**src/rtl/col_seq_pkg.sv**
```systemverilog
package col_seq_pkg;

    typedef enum logic [1:0] {
        ST_IDLE  = 2'd0,
        ST_BURST = 2'd1,
        ST_PAGE  = 2'd2
    } seq_state_e;

    localparam logic [2:0] LEN_ONE   = 3'd0;
    localparam logic [2:0] LEN_TWO   = 3'd1;
    localparam logic [2:0] LEN_FOUR  = 3'd2;
    localparam logic [2:0] LEN_EIGHT = 3'd3;
    localparam logic [2:0] LEN_PAGE  = 3'd7;

endpackage

```
**src/rtl/col_len_decode.sv**
```systemverilog
module col_len_decode #(
    parameter int COL_W = 10,
    parameter int LEN_W = 3
) (
    input  logic [LEN_W-1:0] len_code,
    input  logic             intlv_req,
    output logic [COL_W-1:0] wrap_mask,
    output logic             page_mode,
    output logic             intlv_eff
);
    import col_seq_pkg::*;

    localparam logic [COL_W-1:0] ALL_ONES = '1;

    logic [2:0] code3;
    assign code3 = 3'(len_code);

    always_comb begin
        wrap_mask = '0;
        page_mode = 1'b0;
        unique case (code3)
            LEN_ONE:   wrap_mask = COL_W'(0);
            LEN_TWO:   wrap_mask = COL_W'(1);
            LEN_FOUR:  wrap_mask = COL_W'(3);
            LEN_EIGHT: wrap_mask = COL_W'(7);
            LEN_PAGE: begin
                wrap_mask = ALL_ONES;
                page_mode = 1'b1;
            end
            default:   wrap_mask = COL_W'(0);
        endcase
        intlv_eff = intlv_req & ~page_mode;
    end

endmodule

```
**src/rtl/col_beat_ctr.sv**
```systemverilog
module col_beat_ctr #(
    parameter int COL_W = 10
) (
    input  logic             clk,
    input  logic             rst_n,
    input  logic             clear,
    input  logic             adv,
    output logic [COL_W-1:0] beat
);
    logic [COL_W-1:0] beat_q;

    always_ff @(posedge clk) begin
        if (!rst_n) begin
            beat_q <= '0;
        end else if (clear) begin
            beat_q <= '0;
        end else if (adv) begin
            beat_q <= beat_q + COL_W'(1);
        end
    end

    assign beat = beat_q;

endmodule

```
**src/rtl/col_addr_gen.sv**
```systemverilog
module col_addr_gen #(
    parameter int COL_W = 10
) (
    input  logic [COL_W-1:0] base,
    input  logic [COL_W-1:0] beat,
    input  logic [COL_W-1:0] wrap_mask,
    input  logic             intlv,
    output logic [COL_W-1:0] addr
);
    logic [COL_W-1:0] sum;
    assign sum = base + beat;

    for (genvar g = 0; g < COL_W; g++) begin : g_bit
        assign addr[g] = intlv ? (base[g] ^ (beat[g] & wrap_mask[g]))
                               : (wrap_mask[g] ? sum[g] : base[g]);
    end

endmodule

```
**src/rtl/sdram_col_seq.sv**
```systemverilog
module sdram_col_seq #(
    parameter int COL_W = 10,
    parameter int LEN_W = 3
) (
    input  logic             clk,
    input  logic             rst_n,
    input  logic             cmd_start,
    input  logic [COL_W-1:0] cmd_col,
    input  logic [LEN_W-1:0] cmd_len,
    input  logic             cmd_intlv,
    input  logic             cmd_stop,
    output logic             col_valid,
    output logic [COL_W-1:0] col_addr,
    output logic             last_beat
);
    import col_seq_pkg::*;

    localparam int HI_LSB = 3;

    seq_state_e       state_q, state_d;
    logic [COL_W-1:0] base_q, mask_q;
    logic             intlv_q;
    logic [COL_W-1:0] mask_d;
    logic             page_d, intlv_d;
    logic [COL_W-1:0] beat;
    logic             final_beat;
    logic             adv;

    col_len_decode #(.COL_W(COL_W), .LEN_W(LEN_W)) u_dec (
        .len_code  (cmd_len),
        .intlv_req (cmd_intlv),
        .wrap_mask (mask_d),
        .page_mode (page_d),
        .intlv_eff (intlv_d)
    );

    assign final_beat = (state_q == ST_BURST) && (beat == mask_q);
    assign adv        = (state_q != ST_IDLE) && !cmd_start && !cmd_stop && !final_beat;

    col_beat_ctr #(.COL_W(COL_W)) u_ctr (
        .clk   (clk),
        .rst_n (rst_n),
        .clear (cmd_start),
        .adv   (adv),
        .beat  (beat)
    );

    col_addr_gen #(.COL_W(COL_W)) u_addr (
        .base      (base_q),
        .beat      (beat),
        .wrap_mask (mask_q),
        .intlv     (intlv_q),
        .addr      (col_addr)
    );

    // next-state logic
    always_comb begin
        state_d = state_q;
        unique case (state_q)
            ST_IDLE: begin
                if (cmd_start) state_d = page_d ? ST_PAGE : ST_BURST;
            end
            ST_BURST: begin
                if (cmd_start)                   state_d = page_d ? ST_PAGE : ST_BURST;
                else if (cmd_stop || final_beat) state_d = ST_IDLE;
            end
            ST_PAGE: begin
                if (cmd_start)     state_d = page_d ? ST_PAGE : ST_BURST;
                else if (cmd_stop) state_d = ST_IDLE;
            end
            default: state_d = ST_IDLE;
        endcase
    end

    // state register and burst context capture
    always_ff @(posedge clk) begin
        if (!rst_n) begin
            state_q <= ST_IDLE;
            base_q  <= '0;
            mask_q  <= '0;
            intlv_q <= 1'b0;
        end else begin
            state_q <= state_d;
            if (cmd_start) begin
                base_q  <= cmd_col;
                mask_q  <= mask_d;
                intlv_q <= intlv_d;
            end
        end
    end

    // outputs
    always_comb begin
        col_valid = 1'b0;
        last_beat = 1'b0;
        unique case (state_q)
            ST_IDLE:  ;
            ST_BURST: begin
                col_valid = 1'b1;
                last_beat = final_beat;
            end
            ST_PAGE:  col_valid = 1'b1;
            default:  ;
        endcase
    end

    assert_idle_after_reset_R1: assert property (@(posedge clk)
        $rose(rst_n) |-> (!col_valid && !last_beat));

    assert_start_loads_R2: assert property (@(posedge clk) disable iff (!rst_n)
        cmd_start |=> (col_valid && col_addr == $past(cmd_col)));

    assert_block_stays_R3: assert property (@(posedge clk) disable iff (!rst_n)
        (state_q == ST_BURST && !cmd_start && !cmd_stop && !last_beat)
        |=> (col_addr[COL_W-1:HI_LSB] == $past(col_addr[COL_W-1:HI_LSB])));

    assert_last_needs_valid_R5: assert property (@(posedge clk) disable iff (!rst_n)
        last_beat |-> col_valid);

    assert_end_after_last_R5: assert property (@(posedge clk) disable iff (!rst_n)
        (last_beat && !cmd_start) |=> !col_valid);

    assert_page_no_last_R6: assert property (@(posedge clk) disable iff (!rst_n)
        (state_q == ST_PAGE) |-> !last_beat);

    assert_page_steps_R6: assert property (@(posedge clk) disable iff (!rst_n)
        (state_q == ST_PAGE && !cmd_start && !cmd_stop)
        |=> (col_addr == $past(col_addr) + COL_W'(1)));

    assert_stop_ends_R9: assert property (@(posedge clk) disable iff (!rst_n)
        (cmd_stop && !cmd_start) |=> !col_valid);

endmodule

```
**config.mk**
```make
export PLATFORM = sky130hd
export DESIGN_NAME = sdram_col_seq
export DESIGN_NICKNAME = d
export VERILOG_FILES = /design/src/rtl/col_seq_pkg.sv /design/src/rtl/col_len_decode.sv /design/src/rtl/col_beat_ctr.sv /design/src/rtl/col_addr_gen.sv /design/src/rtl/sdram_col_seq.sv
export SDC_FILE = /design/constraint.sdc
export NUM_CORES = 1
export LEC_CHECK = 0
export ABC_AREA = 1
export BUFFER_PORTS_ARGS = -buffer_cell sky130_fd_sc_hd__buf_2
export CAP_MARGIN = 20
export CORE_ASPECT_RATIO = 0.7
export CORE_MARGIN = 2
export CORE_UTILIZATION = 50
export DETAILED_ROUTE_END_ITERATION = 6
export PLACE_DENSITY = 0.71
export SLEW_MARGIN = 0
export SYNTH_ARGS = -nofsm -noshare
export SYNTH_HDL_FRONTEND = slang
export SYNTH_SLANG_ARGS = --single-unit
```
**constraint.sdc**
```tcl
create_clock -name clk -period 2.95 [get_ports clk]
set_input_delay 0.885 -clock clk [delete_from_list [all_inputs] [get_ports clk]]
set_output_delay 0.885 -clock clk [all_outputs]
set_load 0.03 [all_outputs]
```
==> results of run 1 <==
## kinds of logic (layout without fill, tap and decap cells)
| logic type | count (synthesis) | in the layout | share of synthesized area, % |
|---|---|---|---|
| buf+inv | 41 | 76 | 7.95 |
| compound gates | 59 | 59 | 16.1 |
| simple gates | 135 | 135 | 28.5 |
| xor+xnor | 16 | 16 | 6.64 |
| fa+ha+maj | 25 | 25 | 15.2 |
| flops | 27 | 27 | 25.6 |
## synth_stat cells
| master | number | share of area, % |
|---|---|---|
| o21ai_2 | 1 | 0.42 |
| o21ai_0 | 18 | 4.3 |
| nor3_2 | 1 | 0.47 |
| or2_1 | 1 | 0.30 |
| a32o_1 | 1 | 0.47 |
| a22o_1 | 4 | 1.7 |
| o21a_1 | 1 | 0.36 |
| nand3_2 | 1 | 0.47 |
| nor2_4 | 1 | 0.53 |
| a21oi_1 | 24 | 5.7 |
| and2_2 | 1 | 0.36 |
| ha_1 | 24 | 14 |
| clkbuf_1 | 1 | 0.18 |
| o2bb2ai_1 | 1 | 0.42 |
| nand3b_1 | 3 | 1.1 |
| nand2_1 | 72 | 13 |
| dfxtp_1 | 27 | 26 |
| xnor2_1 | 9 | 3.7 |
| inv_1 | 35 | 6.2 |
| nor2_1 | 22 | 3.9 |
| inv_4 | 1 | 0.30 |
| xor2_1 | 7 | 2.9 |
| fa_1 | 1 | 0.95 |
| nand4_1 | 5 | 1.5 |
| buf_2 | 3 | 0.71 |
| o22ai_1 | 6 | 1.8 |
| nor2_2 | 1 | 0.30 |
| a21o_1 | 1 | 0.36 |
| nand2_4 | 1 | 0.53 |
| or2_2 | 1 | 0.30 |
| nand3_1 | 23 | 5.5 |
| nor3_1 | 2 | 0.47 |
| buf_6 | 1 | 0.53 |
| o211ai_1 | 2 | 0.71 |
## state kept, by name, indices dropped and copies added, names as in the netlist
signal      flops
base_q         10
u_ctr.beat     10
mask_q          4
state_q         2
intlv_q         1
## where the power goes
part	internal, uW	total [uW]	leakage (uW)	switching, uW
combinational	99.0	275	0.000928	176
clock	96.3	227	0.0000217	131
sequential	384	409	0.000225	24.6
## layout make-up
| type | instances | area, um^2 |
|---|---|---|
| fillers | 382 | 1510 |
| multi-input cells | 235 | 1480 |
| flip-flops and latches | 27 | 554 |
| repair buffers | 36 | 198 |
| inverters | 36 | 138 |
| well taps | 52 | 65.1 |
| clock buffers | 3 | 41.3 |
| clock inverters | 1 | 7.51 |
## metrics by stage
stage	hold slack, ns	util [%]	setup WS [ns]	std cells	cell area, um^2
finish	0.489	62.1	0.0608	390	2480
floorplan	0.477	-	0.258	303	2110
global placement	0.502	58.6	0.302	386	2340
CTS	0.507	60.0	0.0118	390	2390
global route	0.519	62.1	-0.0860	390	2480
detailed placement	0.522	58.6	0.275	386	2340
## worst max-delay path, cell delays in order (launching register included)
cell and delay (ns):
dfxtp_4 0.38, ha_2 0.19, fa_2 0.35, nand2_2 0.08, nand2_2 0.08, nand3b_1 0.11
a21oi_1 0.06, nand3b_1 0.16, nand2_1 0.07, nand2_1 0.06, buf_2 0.17
## metal layers
layer | global-route usage [%] | up-vias
met3 | 5.21 | 2
met5 | 0 | -
li1 | - | 1081
met1 | 35.5 | 936
met4 | 3.57 | 0
met2 | 37.5 | 62
## what timing repair did
action / CTS / global route
resized for setup: 2 / 21
pin swaps: 0 / 1
endpoints found under the hold margin: 0 / 0
setup endpoints to repair: 3 / 8
## path summary, 6_finish.rpt
kind,start,endpoint,depth (start not counted)
max,u_ctr.beat[0]$_SDFFE_PP0P_,col_addr[6],10
min,u_ctr.beat[0]$_SDFFE_PP0P_,u_ctr.beat[0]$_SDFFE_PP0P_,1
max reg2reg,u_ctr.beat[5]$_SDFFE_PP0P_,u_ctr.beat[0]$_SDFFE_PP0P_,10
min reg2reg,u_ctr.beat[0]$_SDFFE_PP0P_,u_ctr.beat[0]$_SDFFE_PP0P_,1
==> metrics.md, run 1 <==
| Metric | Value |
|---|---|
| Outcome | `completed` |
| # setup viols final | `0` |
| Critical Path RT | `2.07 ns` |
| Vias after detailed routing | `2081` |
| Distinct cells, synth | `34` |
| Top sig layer | `met4` |
| Mean post-synth cell area | `6.96 um^2` |
| Antenna Nets Post-Route | `0` |
| Setup Fix Bufs, Post-CTS | `0` |
| Starting DRT DRC Count | `141` |
| Clock Path Buffers | `2` |
| Final Hold Viols | `0` |
| Core Area | `3990 um^2` |
| Skew final | `0.00822 ns` |
| Drt total wl | `5310 um` |
| Worst-path clk slew | `0.11 ns` |
| Most frequent cells in the layout | `nand2_1 (70), inv_1 (35), buf_2 (29)` |
| DRT Pass-1 Iters | `5` |
| CTS Root Buffer Type | `clkbuf_8` |
| Met2 WL | `2320 um` |
| Port Buf Inserts | `29` |
| Worst-Margin Slew | `0.561 ns` |
| DR WL/cell | `13.6 um` |
| Crit end category | `output pin` |
| CP max FO | `7` |
| Final Power | `911 uW` |
| Starting density of the core | `52.8%` |
| Clock Latency Late Sink | `0.28 ns` |
| Total track usage | `24.2%` |
| Post-detail-place hpwl | `4000 um` |
| Routability cong. | `0.885` |
| Synthesis-to-finish area growth | `17.6%` |
| Num ports | `30` |
| CTS tree | `yes` |
| CP Launch Type | `flip-flop` |
| Clk sinks | `27` |
| Largest net degree at the start of global routing | `19` |
| Max VDD drop | `0.285 mV` |
| RSZ-0062 raised after global routing | `yes` |
| Mapped Cells | `303` |
| Synth warnings | `0` |
| Die ar. | `4760 um^2` |
| CTS Hold Bufs | `0` |
| Leakage power | `0.00117 uW` |
| Initial antenna violation count | `0` |
| # Max-Cap Violations | `0` |
| Gr ovfl total | `0` |
| Inserted Clock Buffers | `3` |
| Tcrit/Tclk final | `97.9%` |
| Number of diodes | `0` |
| First-pass GRT wire length | `8670 um` |
| Met3 Wirelength | `318 um` |
| Die Y | `58.3 um` |
| Post-synthesis instance area | `2110 um^2` |
| Residual DRC | `0` |
| Fin crit period | `2.89 ns` |
| FMAX | `0.346 GHz` |
| Worst min path class | `reg2reg` |
| H-tree Lvls | `1` |
| DRT met1 WL | `2640 um` |
| Worst EP arrival | `2.00 ns` |
| Max-slew violation count | `0` |
| Sequential fraction of the synthesis area | `25.6%` |
| Die X-Extent | `81.6 um` |
| Leading cell type in the layout, fill and taps excluded | `nand2_1` |
| Setup CP Type | `reg2out` |
| Post-synth net total | `346` |
| Final #Nets | `382` |
| Max-slew headroom | `62.6%` |
| Flop2flop setup slack | `1.10 ns` |
| Share of layout cells above drive strength 1 | `20.4%` |
| FF+latch count, synth | `27` |
| Row count | `19` |
| PD cells | `367 nW/um^2` |
| Vias per std cell | `5.34` |
| Setup TNS Final | `0 ns` |
| Vias in the first global route | `1791` |
(Power assumes the default switching activity.)
==> run 2: changes to the inputs <==
==> constraint.sdc (replaced) <==
create_clock -name clk -period 2.9 [get_ports clk]
set_input_delay 0.87 -clock clk [delete_from_list [all_inputs] [get_ports clk]]
set_output_delay 0.87 -clock clk [all_outputs]
set_load 0.03 [all_outputs]
==> run 2 against run 1 <==
- via count shrank 1.2%
- sequential power grew 1%
- combinational power grew 4%
- worst hold slack gained 0.035 ns
- non-clock buffer count grew 3
- sequential cell count is the same
- largest power group unchanged
- final cell count grew 0.77%
- worst setup slack gained 0.020 ns
- highest routed layer unchanged
- final area grew 1.5%
- sequential share of layout area shrank 0.47 points
- power grew 2.9%
- critical endpoint unchanged
- core utilization grew 0.91 points
==> metrics.md, run 2 (same netlist as run 1, synthesis figures left out) <==
| Metric | Value |
|---|---|
| Outcome | `completed` |
| Core Area | `3990 um^2` |
| Final Power | `938 uW` |
| Share of layout cells above drive strength 1 | `20.2%` |
| Critical Path RT | `2.03 ns` |
| Worst slack, placed | `0.239 ns` |
| Final worst slack | `0.0803 ns` |
| # setup viols final | `0` |
| Num ports | `30` |
| Final #Nets | `385` |
| Number of diodes | `0` |
| Crit end category | `output pin` |
| Port Buf Inserts | `29` |
| Initial antenna violation count | `0` |
| Synthesis-to-finish area growth | `19.3%` |
| H-tree Lvls | `1` |
| Antenna Nets Post-Route | `0` |
| Routability cong. | `0.902` |
| Die X-Extent | `81.6 um` |
| DR WL/cell | `13.6 um` |
| DRT Pass-1 Iters | `4` |
| Fin crit period | `2.82 ns` |
| First-pass GRT wire length | `8470 um` |
| Leading cell type in the layout, fill and taps excluded | `nand2_1` |
| Row count | `19` |
| CTS tree | `yes` |
| Max VDD drop | `0.304 mV` |
| Tcrit/Tclk final | `97.2%` |
| Die ar. | `4760 um^2` |
| FMAX | `0.355 GHz` |
| Clock Latency Late Sink | `0.29 ns` |
| Hold path startpoint | `mask_q[1]$_SDFFE_PN0P_` |
| Die Y | `58.3 um` |
| Inserted Clock Buffers | `3` |
| Vias after detailed routing | `2055` |
| Worst min path class | `reg2reg` |
| Residual DRC | `0` |
| Starting DRT DRC Count | `106` |
| Largest net degree at the start of global routing | `19` |
| Worst EP arrival | `1.95 ns` |
| Worst r2r src | `u_ctr.beat[5]$_SDFFE_PP0P_` |
| Skew final | `0.00855 ns` |
| Leakage power | `0.00118 uW` |
| Final Hold Viols | `0` |
| Worst-Margin Slew | `0.598 ns` |
| CP Launch Type | `flip-flop` |
| # Max-Cap Violations | `0` |
| Worst-path clk slew | `0.11 ns` |
| Clk sinks | `27` |
| CP max FO | `3` |
| Max-slew headroom | `60.1%` |
| Clock Path Buffers | `2` |
| CTS Root Buffer Type | `clkbuf_8` |
| Vias per std cell | `5.23` |
| Starting density of the core | `52.8%` |
| Vias in the first global route | `1836` |
| End-of-flow core utilization | `63.0%` |
| PD cells | `373 nW/um^2` |
| Max-slew violation count | `0` |
| Drt total wl | `5340 um` |
| Post-detail-place hpwl | `3940 um` |
| Setup CP Type | `reg2out` |
| Gr ovfl total | `0` |
| Origin of the worst setup path | `base_q[0]$_SDFFE_PN0P_` |
| Total track usage | `23.6%` |
| Most frequent cells in the layout | `nand2_1 (70), inv_1 (35), buf_2 (27)` |
run 2: layer usage:
metal | track usage, % | part of all wire, % | vias up
met5 | 0 | 0 | -
met4 | 5.95 | 0.39 | 0
met3 | 4.14 | 5.3 | 4
met2 | 36.9 | 44 | 56
met1 | 34.1 | 50 | 913
li1 | - | - | 1082
run 2: repair_timing:
item                                   in CTS  in global routing
setup endpoints to repair                   3                  7
hold buffers                                0                  0
gates resized for setup                     3                 22
endpoints found under the hold margin       0                  0
buffers inserted                            0                  3
pin swaps                                   0                  2
run 2: critical path: stages (launching register included):
cell,delay (ns)
dfxtp_4,0.38
ha_4,0.17
fa_2,0.34
nand2_2,0.08
nand2_2,0.08
nand3b_1,0.12
a21oi_1,0.07
nand3b_1,0.16
nand2_1,0.07
nand2_1,0.05
buf_4,0.16
run 2: metrics by stage:
| stage | hold WS, ns | cells | TNS, ns | cell area (um^2) |
|---|---|---|---|---|
| floorplan | 0.477 | 303 | 0 | 2110 |
| global placement | 0.501 | 386 | 0 | 2340 |
| detailed placement | 0.509 | 386 | 0 | 2340 |
| CTS | 0.518 | 390 | 0 | 2400 |
| global route | 0.555 | 393 | -0.0273 | 2520 |
| finish | 0.525 | 393 | 0 | 2520 |
run 2: where the power goes:
group	leakage, uW	internal, uW	switching (uW)
registers	0.000223	391	23.0
clock network	0.0000217	98.3	140
logic	0.000939	105	181
run 2: layout make-up:
| cell class | instances | area, um^2 |
|---|---|---|
| multi-input combinational | 235 | 1490 |
| fill | 373 | 1480 |
| sequential | 27 | 551 |
| timing repair buffer | 39 | 225 |
| inverter | 36 | 138 |
| tap | 52 | 65.1 |
| clock buffer | 3 | 41.3 |
| clock inverter | 1 | 7.51 |
run 2: worst paths after layout:
check | to | slack, ns | cells past startpoint
worst max-delay path | col_addr[6] | 0.08 | 10
worst min-delay path | mask_q[1]$_SDFFE_PN0P_ | 0.52 | 2
worst max register to register | u_ctr.beat[0]$_SDFFE_PP0P_ | 1.08 | 10
worst min register to register | mask_q[1]$_SDFFE_PN0P_ | 0.52 | 2
==> run 3: changes to the inputs <==
--- a/config.mk
+++ b/config.mk
@@ -5,14 +5,13 @@
 export SDC_FILE = /design/constraint.sdc
 export NUM_CORES = 1
 export LEC_CHECK = 0
-export ABC_AREA = 1
 export BUFFER_PORTS_ARGS = -buffer_cell sky130_fd_sc_hd__buf_2
 export CAP_MARGIN = 20
 export CORE_ASPECT_RATIO = 0.7
 export CORE_MARGIN = 2
-export CORE_UTILIZATION = 50
+export CORE_UTILIZATION = 57
 export DETAILED_ROUTE_END_ITERATION = 6
-export PLACE_DENSITY = 0.71
+export PLACE_DENSITY = 0.8
 export SLEW_MARGIN = 0
 export SYNTH_ARGS = -nofsm -noshare
 export SYNTH_HDL_FRONTEND = slang
==> run 3 against run 2 <==
- the run now ends with negative setup slack left
- core utilization rose by 8.1 points
- sequential power is 3% lower
- largest power group unchanged
- non-clock buffer count grew 5
==> metrics.md, run 3 <==
| Metric | Value |
|---|---|
| Outcome | `finished with violations` |
| Failing checks | `negative setup slack` |
| Starting density of the core | `59.0%` |
| Worst-Margin Slew | `0.470 ns` |
| Leakage power | `0.00115 uW` |
| Clk sinks | `27` |
| Post-synth net total | `292` |
| Post-synthesis instance area | `2070 um^2` |
| Share of layout cells above drive strength 1 | `23.2%` |
| Port Buf Inserts | `29` |
| Vias per std cell | `5.73` |
| Simple logic cell fraction of the synthesized area | `23.5%` |
| Mux cell area share after synthesis | `6.27%` |
| EDFF count, synth | `0` |
| Pint | `565 uW` |
| DR WL/cell | `14.3 um` |
| Final Power | `812 uW` |
| Clock group share of total power | `26.2%` |
| Critical Path RT | `2.03 ns` |
| Initial antenna violation count | `0` |
| Synth area leader | `dfxtp_1` |
| Crit end category | `output pin` |
| Vias in the first global route | `1732` |
| Most frequent cells in the layout | `ha_1 (22), dfxtp_1 (21), buf_2 (21), buf_4 (21), nor2_1 (17)` |
| Clock Path Buffers | `2` |
| Starting DRT DRC Count | `152` |
| Vias after detailed routing | `1942` |
| CP Launch Type | `flip-flop` |
| Distinct cells, synth | `44` |
| Sequential power share | `49.4%` |
| Antenna Nets Post-Route | `0` |
| # Max-Cap Violations | `0` |
| Synth Area in Compound Gates | `18.2%` |
| DRT Pass-1 Iters | `4` |
| # setup viols final | `6` |
| Final #Nets | `333` |
| Residual DRC | `0` |
| CTS Root Buffer Type | `clkbuf_8` |
| Setup CP Type | `reg2out` |
| CTS tree | `yes` |
| H-tree Lvls | `1` |
| Die Y | `54.5 um` |
| Inserted Clock Buffers | `3` |
| Worst min path class | `reg2reg` |
| CP max FO | `2` |
| Num ports | `30` |
| Max VDD drop | `0.309 mV` |
| Synth warnings | `0` |
| Setup TNS Final | `-0.472 ns` |
| Synthesized-area fraction occupied by adder cells | `15.4%` |
| Worst-path clk slew | `0.09 ns` |
| Comb pwr share | `24.4%` |
| Synthesis-to-finish area growth | `20.4%` |
| Largest family of logic cells by synthesized area | `simple AND/OR/NAND/NOR gates` |
| Drt total wl | `4850 um` |
| Synth top area share | `26.1%` |
| Max-slew violation count | `0` |
| PD cells | `325 nW/um^2` |
| Largest net degree at the start of global routing | `25` |
| Core Area | `3510 um^2` |
| Post-Synth XOR/XNOR Area | `6.33%` |
| Main flop type after synthesis | `dfxtp_1` |
| Final Hold Viols | `0` |
| Post-detail-place hpwl | `3770 um` |
| Fin crit period | `3.04 ns` |
| Count leader, synth | `dfxtp_1` |
| Total track usage | `25.2%` |
| Mean post-synth cell area | `8.33 um^2` |
| Top cells by count, synth | `dfxtp_1 (27), ha_1 (24), nor2_1 (17), nand2_1 (16)` |
| Leading cell type in the layout, fill and taps excluded | `ha_1` |
| Routability cong. | `0.851` |
| Number of diodes | `0` |
| First-pass GRT wire length | `8200 um` |
| Row count | `18` |
| Die X-Extent | `76.1 um` |
| Sequential fraction of the synthesis area | `26.1%` |
| Fraction of registers with async set/reset | `0%` |
| Mapped Cells | `249` |
| Tcrit/Tclk final | `105%` |
| Synth area leaders | `dfxtp_1 (26%), ha_1 (14%), mux2i_1 (6.3%), xor2_1 (5.1%), nor2b_1 (3.9%)` |
| Skew final | `0.00141 ns` |
| FF+latch count, synth | `27` |
| Final worst slack | `-0.139 ns` |
| Max-slew headroom | `67.8%` |
| Sw Ratio | `30.4%` |
| RSZ-0062 raised after global routing | `yes` |
| Die ar. | `4150 um^2` |
| P_sw | `247 uW` |
| Gr ovfl total | `0` |
| FMAX | `0.329 GHz` |
| Hold slack | `0.499 ns` |
| Clock Latency Late Sink | `0.27 ns` |
| Worst EP arrival | `2.17 ns` |
## run 3: final timing paths
| kind | cells after the start | slack (ns) | startpoint | to |
|---|---|---|---|---|
| worst max-delay path | 9 | -0.14 | base_q[0]$_SDFFE_PN0P_ | col_addr[4] |
| worst min register to register | 2 | 0.50 | state_q[0]$_SDFFE_PN0P_ | state_q[0]$_SDFFE_PN0P_ |
| worst max register to register | 7 | 0.82 | state_q[0]$_SDFFE_PN0P_ | u_ctr.beat[8]$_SDFFE_PP0P_ |
| worst min-delay path | 2 | 0.50 | state_q[0]$_SDFFE_PN0P_ | state_q[0]$_SDFFE_PN0P_ |
## run 3: power groups by stage
stage	sequential (uW)	combinational (uW)	clock (uW)
2_1_floorplan	404	132	0
3_3_place_gp	408	182	0
3_5_place_dp	409	185	0
4_1_cts	401	195	220
5_1_grt	403	217	238
6_report	401	198	213
## run 3: layer usage
layer / share of wire, % / global-route usage, %
met1: 50 / 34.5
met2: 45 / 44.0
met3: 4.9 / 4.13
met4: 0.85 / 3.64
met5: 0 / 0
## run 3: repair_timing
item,in CTS,in global routing
hold buffers,0,0
setup endpoints to repair,7,8
buffers inserted,0,1
pin swaps,5,3
resized for setup,21,8
## run 3: area by class of cell
class                      instances  area (um^2)
multi-input combinational        201         1510
tap                               50         62.6
timing repair buffer              44          282
fill                             291         1010
inverter                          13         48.8
sequential                        27          553
clock buffer                       4         45.0
## run 3: cell families after synthesis
family | Yosys count
buf+inv | 21
simple gates | 92
xor+xnor | 15
mux | 13
flops | 27
fa+ha+maj | 25
compound gates | 56
## run 3: stage by stage
step	utilization, %	worst slack, ns	instance area (um^2)	std cells
global placement	67.0	0.0246	2350	334
detailed placement	67.0	-0.0204	2350	334
global route	71.1	-0.273	2500	339
finish	71.1	-0.139	2500	339
floorplan	-	0.0511	2080	249
CTS	70.1	-0.142	2460	338
## run 3: critical path, stage by stage, from the launching register on
cell and delay, ns:
dfxtp_2 0.35, ha_4 0.16, fa_2 0.37, buf_4 0.14, buf_4 0.13, a21o_1 0.16, a21oi_1 0.17, xor2_1 0.15
a21oi_1 0.08, buf_4 0.18
